[src/rtl/cfg_bank_pkg.sv]
package cfg_bank_pkg;
    localparam logic [7:0] A_PORTCFG = 8'h00;
    localparam logic [7:0] A_CHIPID  = 8'h01;
    localparam logic [7:0] A_GRADE   = 8'h02;
    localparam logic [7:0] A_INDEX   = 8'h05;
    localparam logic [7:0] A_PWR     = 8'h08;
    localparam logic [7:0] A_DCS     = 8'h09;
    localparam logic [7:0] A_CLKDIV  = 8'h0B;
    localparam logic [7:0] A_XFER    = 8'hFF;

    typedef enum logic [1:0] {
        ST_IDLE   = 2'd0,
        ST_COMMIT = 2'd1,
        ST_SRST   = 2'd2
    } ctl_state_t;

    typedef struct packed {
        logic       pin_stby;
        logic [1:0] mode;
    } chan_cfg_t;

    localparam chan_cfg_t CHAN_RST = '0;
endpackage

[src/rtl/cfg_ctrl_fsm.sv]
module cfg_ctrl_fsm
    import cfg_bank_pkg::*;
(
    input  logic clk,
    input  logic rst_n,
    input  logic xfer_req,
    input  logic srst_req,
    output logic commit,
    output logic srst
);
    ctl_state_t state_q, state_d;

    always_ff @(posedge clk or negedge rst_n) begin
        if (!rst_n) state_q <= ST_IDLE;
        else        state_q <= state_d;
    end

    always_comb begin
        state_d = ST_IDLE;
        unique case (state_q)
            ST_IDLE, ST_COMMIT: begin
                if (srst_req)      state_d = ST_SRST;
                else if (xfer_req) state_d = ST_COMMIT;
                else               state_d = ST_IDLE;
            end
            ST_SRST: state_d = ST_IDLE;
            default: state_d = ST_IDLE;
        endcase
    end

    always_comb begin
        commit = 1'b0;
        srst   = 1'b0;
        unique case (state_q)
            ST_IDLE:   ;
            ST_COMMIT: commit = 1'b1;
            ST_SRST:   srst   = 1'b1;
            default:   ;
        endcase
    end
endmodule

[src/rtl/cfg_chan_regs.sv]
module cfg_chan_regs
    import cfg_bank_pkg::*;
(
    input  logic      clk,
    input  logic      rst_n,
    input  logic      srst,
    input  logic      wr,
    input  chan_cfg_t din,
    input  logic      commit,
    output chan_cfg_t master_q,
    output chan_cfg_t active_q
);
    always_ff @(posedge clk or negedge rst_n) begin
        if (!rst_n) begin
            master_q <= CHAN_RST;
            active_q <= CHAN_RST;
        end else if (srst) begin
            master_q <= CHAN_RST;
            active_q <= CHAN_RST;
        end else begin
            if (wr)     master_q <= din;
            if (commit) active_q <= master_q;
        end
    end
endmodule

[src/rtl/cfg_global_regs.sv]
module cfg_global_regs #(
    parameter int NUM_CH = 2
) (
    input  logic              clk,
    input  logic              rst_n,
    input  logic              srst,
    input  logic              commit,
    input  logic              wr_portcfg,
    input  logic              wr_index,
    input  logic              wr_dcs,
    input  logic              wr_div,
    input  logic              lsb_in,
    input  logic [NUM_CH-1:0] idx_in,
    input  logic              dcs_in,
    input  logic [2:0]        div_in,
    output logic              lsb_first,
    output logic [NUM_CH-1:0] ch_idx,
    output logic              dcs_m,
    output logic [2:0]        div_m,
    output logic              dcs_a,
    output logic [2:0]        div_a
);
    always_ff @(posedge clk or negedge rst_n) begin
        if (!rst_n) begin
            lsb_first <= 1'b0;
            ch_idx    <= '1;
            dcs_m     <= 1'b1;
            div_m     <= '0;
            dcs_a     <= 1'b1;
            div_a     <= '0;
        end else if (srst) begin
            lsb_first <= 1'b0;
            ch_idx    <= '1;
            dcs_m     <= 1'b1;
            div_m     <= '0;
            dcs_a     <= 1'b1;
            div_a     <= '0;
        end else begin
            if (wr_portcfg) lsb_first <= lsb_in;
            if (wr_index)   ch_idx    <= idx_in;
            if (wr_dcs)     dcs_m     <= dcs_in;
            if (wr_div)     div_m     <= div_in;
            if (commit) begin
                dcs_a <= dcs_m;
                div_a <= div_m;
            end
        end
    end
endmodule

[src/rtl/cfg_shadow_bank.sv]
module cfg_shadow_bank
    import cfg_bank_pkg::*;
#(
    parameter int         NUM_CH      = 2,
    parameter logic [7:0] CHIP_ID     = 8'h3B,
    parameter logic [2:0] SPEED_GRADE = 3'b001
) (
    input  logic                  clk,
    input  logic                  rst_n,
    input  logic [7:0]            addr,
    input  logic                  wr_en,
    input  logic [7:0]            wdata,
    input  logic                  rd_en,
    output logic [7:0]            rdata,
    output logic [2*NUM_CH-1:0]   ch_pwr_mode,
    output logic [NUM_CH-1:0]     ch_pin_stby,
    output logic                  lsb_first,
    output logic [2:0]            clk_div_ratio,
    output logic                  dcs_en,
    output logic                  soft_rst_pulse
);
    localparam int SEL_W = (NUM_CH > 1) ? $clog2(NUM_CH) : 1;

    logic              commit, srst;
    logic              wr_ok, srst_req, xfer_req;
    logic [NUM_CH-1:0] ch_idx;
    logic              dcs_m, dcs_a;
    logic [2:0]        div_m, div_a;
    chan_cfg_t         ch_master [NUM_CH];
    chan_cfg_t         ch_active [NUM_CH];
    chan_cfg_t         ch_din;
    logic [2*NUM_CH-1:0] master_mode_vec;
    logic [SEL_W-1:0]  rd_sel;
    chan_cfg_t         rd_chan;
    logic [7:0]        rd_val;
    wire               unused_wbits = ^{wdata[7], wdata[4:3]};

    // Writes are dropped while the soft reset clears the bank.
    assign wr_ok    = wr_en && !srst;
    assign srst_req = wr_ok && (addr == A_PORTCFG) && (wdata[5] || wdata[2]);
    assign xfer_req = wr_ok && (addr == A_XFER) && wdata[0];
    assign ch_din   = '{pin_stby: wdata[5], mode: wdata[1:0]};

    cfg_ctrl_fsm u_fsm (
        .clk      (clk),
        .rst_n    (rst_n),
        .xfer_req (xfer_req),
        .srst_req (srst_req),
        .commit   (commit),
        .srst     (srst)
    );

    cfg_global_regs #(.NUM_CH(NUM_CH)) u_glob (
        .clk        (clk),
        .rst_n      (rst_n),
        .srst       (srst),
        .commit     (commit),
        .wr_portcfg (wr_ok && addr == A_PORTCFG),
        .wr_index   (wr_ok && addr == A_INDEX),
        .wr_dcs     (wr_ok && addr == A_DCS),
        .wr_div     (wr_ok && addr == A_CLKDIV),
        .lsb_in     (wdata[6] | wdata[1]),
        .idx_in     (wdata[NUM_CH-1:0]),
        .dcs_in     (wdata[0]),
        .div_in     (wdata[2:0]),
        .lsb_first  (lsb_first),
        .ch_idx     (ch_idx),
        .dcs_m      (dcs_m),
        .div_m      (div_m),
        .dcs_a      (dcs_a),
        .div_a      (div_a)
    );

    for (genvar g = 0; g < NUM_CH; g++) begin : g_chan
        cfg_chan_regs u_chan (
            .clk      (clk),
            .rst_n    (rst_n),
            .srst     (srst),
            .wr       (wr_ok && addr == A_PWR && ch_idx[g]),
            .din      (ch_din),
            .commit   (commit),
            .master_q (ch_master[g]),
            .active_q (ch_active[g])
        );
        assign ch_pwr_mode[2*g +: 2]     = ch_active[g].mode;
        assign ch_pin_stby[g]            = ch_active[g].pin_stby;
        assign master_mode_vec[2*g +: 2] = ch_master[g].mode;
    end

    assign clk_div_ratio  = div_a;
    assign dcs_en         = dcs_a | (|div_a);
    assign soft_rst_pulse = srst;

    // Local read picks the lowest selected channel, channel A if none.
    always_comb begin
        rd_sel = '0;
        for (int i = NUM_CH - 1; i >= 0; i--) begin
            if (ch_idx[i]) rd_sel = SEL_W'(i);
        end
    end
    assign rd_chan = ch_master[rd_sel];

    always_comb begin
        unique case (addr)
            A_PORTCFG: rd_val = {1'b0, lsb_first, 1'b0, 1'b1, 1'b1, 1'b0, lsb_first, 1'b0};
            A_CHIPID:  rd_val = CHIP_ID;
            A_GRADE:   rd_val = {1'b0, SPEED_GRADE, 4'b0000};
            A_INDEX:   rd_val = 8'(ch_idx);
            A_PWR:     rd_val = {2'b00, rd_chan.pin_stby, 3'b000, rd_chan.mode};
            A_DCS:     rd_val = {7'b0, dcs_m};
            A_CLKDIV:  rd_val = {5'b0, div_m};
            default:   rd_val = 8'h00;
        endcase
    end

    always_ff @(posedge clk or negedge rst_n) begin
        if (!rst_n)     rdata <= 8'h00;
        else if (rd_en) rdata <= rd_val;
    end
endmodule

[config.mk]
export PLATFORM = sky130hd
export DESIGN_NAME = cfg_shadow_bank
export DESIGN_NICKNAME = d
export VERILOG_FILES = /design/src/rtl/cfg_bank_pkg.sv /design/src/rtl/cfg_ctrl_fsm.sv /design/src/rtl/cfg_chan_regs.sv /design/src/rtl/cfg_global_regs.sv /design/src/rtl/cfg_shadow_bank.sv
export SDC_FILE = /design/constraint.sdc
export NUM_CORES = 1
export LEC_CHECK = 0
export ABC_CLOCK_PERIOD_IN_PS = 2000
export CAP_MARGIN = 20
export CELL_PAD_IN_SITES_DETAIL_PLACEMENT = 2
export CELL_PAD_IN_SITES_GLOBAL_PLACEMENT = 2
export CORE_UTILIZATION = 30
export DETAILED_ROUTE_END_ITERATION = 10
export PLACE_DENSITY_LB_ADDON = 0.12
export SYNTH_ARGS = -nofsm -noshare
export SYNTH_HDL_FRONTEND = slang
export SYNTH_SLANG_ARGS = --single-unit
[constraint.sdc]
create_clock -name clk -period 2 [get_ports clk]
set_clock_uncertainty 0.15 [all_clocks]
set_input_delay 0.4 -clock clk [delete_from_list [all_inputs] [get_ports clk]]
set_output_delay 0.4 -clock clk [all_outputs]
set_load 0.1 [all_outputs]
==> impl_metrics.csv <==
group,metric,value,unit
setup_path,cp_cell_sequence,"or4_4 > buf_12",
hold_path,hold_class,"in -> reg",
finish,multi_input_area,798.3,um2
power_and_ir_drop,ir_drop,314.5,uV
logic_synthesis,ys.flop_type,"dfrtp_1",
place,placedCellCount,275,
timing,hold_viol_final,0,
die,die_area,0.005771,mm2
logic_synthesis,netlist_instances,160,
finish,num-nets-final,238,
clock_network,clkSinkCount,32,
route,drt-wirelength-per-cell,18.98,um
clock_network,path_clk_slew,70,ps
timing,min_period_over_period,97.72,%
global_routing,globalRouteTotalUtil,20.58,%
route,drt_first_pass_iters,4,
global_routing,grt_max_degree,33,
die,num_rows,26,
logic_synthesis,yosys_warnings,0,
setup_path,startpoint,"u_glob.div_a[1]",
logic_synthesis,synth-compound-area-share,11.51,%
finish,diodes,0,
setup_path,worstReg2RegEnd,"rdata[0]",
setup_path,critical_path.max_fanout,2,
timing,fmaxAchievable,511.6,MHz
place,place_hpwl,4001,um
route,wl,5427,um
timing,drv_slew,0,
setup_path,crit_cells,2,
logic_synthesis,synth_top_family_by_area,"simple AND/OR/NAND/NOR gates",
outcome,outcome,"completed",
hold_path,hp-start,"addr[4]",
finish,seqCellArea,805.8,um2
setup_path,slowest_stage,"or4_4",
logic_synthesis,synth_seq_cells,32,
logic_synthesis,synth_nets,183,
route,first_iter_violations,44,
setup_path,reg2reg_slack,220,ps
route,vias,1460,
setup_path,arrival,1400,ps
finish,fin_cells,286,
setup_path,worst_r2r_path_depth,5,
global_routing,grt_overflow,0,
finish,drive_gt1_share,36.57,%
place,port_buffers,35,
global_routing,grt_pass1_vias,1705,
place,placed_area,0.002390,mm2
global_routing,grt_pass1_wl,9177,um
timing,rsz0062_at_grt,"false",
setup_path,critPathLaunchType,"register",
route,vias_per_cell,5.105,
finish,fill_cells,511,
setup_path,crit_required,1450,ps
timing,setup_violations,0,
logic_synthesis,syn_area,0.001642,mm2
logic_synthesis,ys_async_sr_fraction,100.0,%
finish,areaGrowthSynthToFinish,56.94,%
setup_path,critPathKind,"reg -> out",
setup_path,path_delay_family,"simple AND/OR/NAND/NOR gates",
logic_synthesis,ys_seq_area_share,49.09,%
logic_synthesis,synthSimpleGateAreaFrac,22.64,%
global_routing,antenna_found_initial,0,
clock_network,insertion_delay,290,ps
die,die_width,75.97,um
power_and_ir_drop,power_density,596.8,mW/mm2
timing,max_slew_margin,55.46,%
die,dieHeight,75.97,um
setup_path,endpoint,"dcs_en",
job,cap_violations,0,
die,ios,40,
place,dp_slack,-619.1,ps
logic_synthesis,synth_xor_area_share,0,%
logic_synthesis,avgSynthCellArea,10.26,um2
setup_path,critPathBufInv,1,
die,core-area,0.005172,mm2
setup_path,r2r_start,"u_glob.ch_idx[0]",
clock_network,cts_max_level,2,
clock_network,cts_hold_buf,0,
route,drc_errors,0,
logic_synthesis,synth-edff-count,0,
logic_synthesis,synth_cell_types,36,
clock_network,cts_tree,"built",
finish,design_area,0.002576,mm2
die,initial_core_util,31.74,%
setup_path,cpPeakStageDelay,550,ps
timing,layout_min_cycle_time,1954,ps
timing,fin_ws,45.51,ps
clock_network,cts_root_buffer,"clkbuf_8",
timing,tightestPinTransition,668.1,ps
place,place_congestion,0.8296,
logic_synthesis,muxShareOfSynthArea,8.079,%
setup_path,crit_path_end_kind,"output port",
route,ant_nets,0,
power_and_ir_drop,p_leak,1.191,nW
logic_synthesis,synth_fa_ha_area_share,2.287,%
clock_network,cts_buffer_depth,2,
clock_network,numCtsBuffers,5,
[Yosys cell counts, drive strengths merged (3+ instances only)]
library cell	instances	share of area, %
ha	3	2.3
clkbuf	9	2.3
nand4	7	3.8
o21ai	3	0.91
mux2i	11	6.7
inv	12	2.7
nor2b	10	3.8
nand2	8	1.8
nor2	14	3.2
o22ai	6	2.3
dfrtp	28	43
nand2b	3	1.1
nor3	3	1.2
nand3	6	1.8
o211ai	3	1.4
a31o	9	4.8
dfstp	4	6.4
[metal layers]
layer / global-route usage, % / share of wire (%) / vias to the layer above
met5: 0 / 0 / -
met4: 6.731 / 2.0 / 0
met3: 4.072 / 2.9 / 9
met2: 37.45 / 53 / 31
met1: 24.16 / 42 / 749
li1: - / - / 671
[what timing repair did]
item                       4_1_cts  5_1_grt
buffers inserted                 2        1
gates cloned                     1        0
resized for setup               21        7
pin swaps                        3        4
setup endpoints to repair       22       10
[where the power goes]
part / internal [W] / switching (W) / leakage, nW
clock: 0.000369 / 0.000248 / 0.0552
sequential: 0.000670 / 0.0000197 / 0.431
combinational: 0.0000929 / 0.000137 / 0.705
[tightest hold or removal path, stage by stage]
cell,delay (ps)
buf_6,100
nand3_1,80
nor4_1,50
[registers in the layout (all words and copies together) (netlist names)]
signal,cells
rdata,7
u_glob.div_a,3
u_glob.dcs_a,1
u_glob.div_m,3
g_chan.u_chan.active_q,6
u_glob.ch_idx,2
u_fsm.state_q,2
g_chan.u_chan.master_q,6
u_glob.dcs_m,1
u_glob.lsb_first,1
[layout by cell type (no fill, tap or decap), types with 6 or more instances in the layout]
master / count
nand3_1: 6
buf_12: 20
o22ai_1: 6
buf_4: 22
dfrtp_1: 28
a31o_2: 9
nor2b_1: 10
nor2_1: 14
nand2_1: 8
clkdlybuf4s50_1: 11
inv_1: 12
mux2i_1: 11
[metrics by stage]
| stage | total power [W] | hold WS [ps] | setup TNS (ps) | util, % |
|---|---|---|---|---|
| 4_1_cts | 0.001559 | 226.2 | 0 | 49.73 |
| 6_report | 0.001538 | 231.0 | 0 | 49.81 |
| 3_3_place_gp | 0.0009119 | 350.0 | -8662 | 46.20 |
| 5_1_grt | 0.001594 | 242.9 | 0 | 49.81 |
| 2_1_floorplan | 0.0008036 | -45.59 | -909.3 | - |
| 3_5_place_dp | 0.0009231 | 394.4 | -10200 | 46.20 |
[logic make-up after synthesis]
group | count (synthesis)
AND/OR/NAND/NOR | 62
AO/OA/AOI/OAI | 26
flip-flops | 32
buffers and inverters | 23
other | 1
adder cells (fa/ha/maj) | 3
multiplexers | 13
[how the worst min path moves through the flow]
| stage | end | slack (ps) | cells past startpoint |
|---|---|---|---|
| 6_report | u_fsm.state_q[0] | 230 | 3 |
| 5_1_grt | u_fsm.state_q[0] | 240 | 3 |
| 4_1_cts | u_fsm.state_q[0] | 230 | 3 |
| 3_5_place_dp | u_glob.dcs_a | 390 | 2 |
| 3_3_place_gp | u_glob.dcs_a | 350 | 2 |
| 2_1_floorplan | g_chan[0].u_chan.active_q[0] | -50 | 0 |
[area by class of cell]
cell class                 instances  share of cell area (%)
sequential                        32                   31.28
multi-input combinational        105                   30.99
timing repair buffer              59                   28.41
tap                               70                   3.400
clock buffer                       6                   2.817
inverter                          12                   1.748
clock inverter                     2                   1.360
No activity file was read; power rests on OpenSTA's default activity.
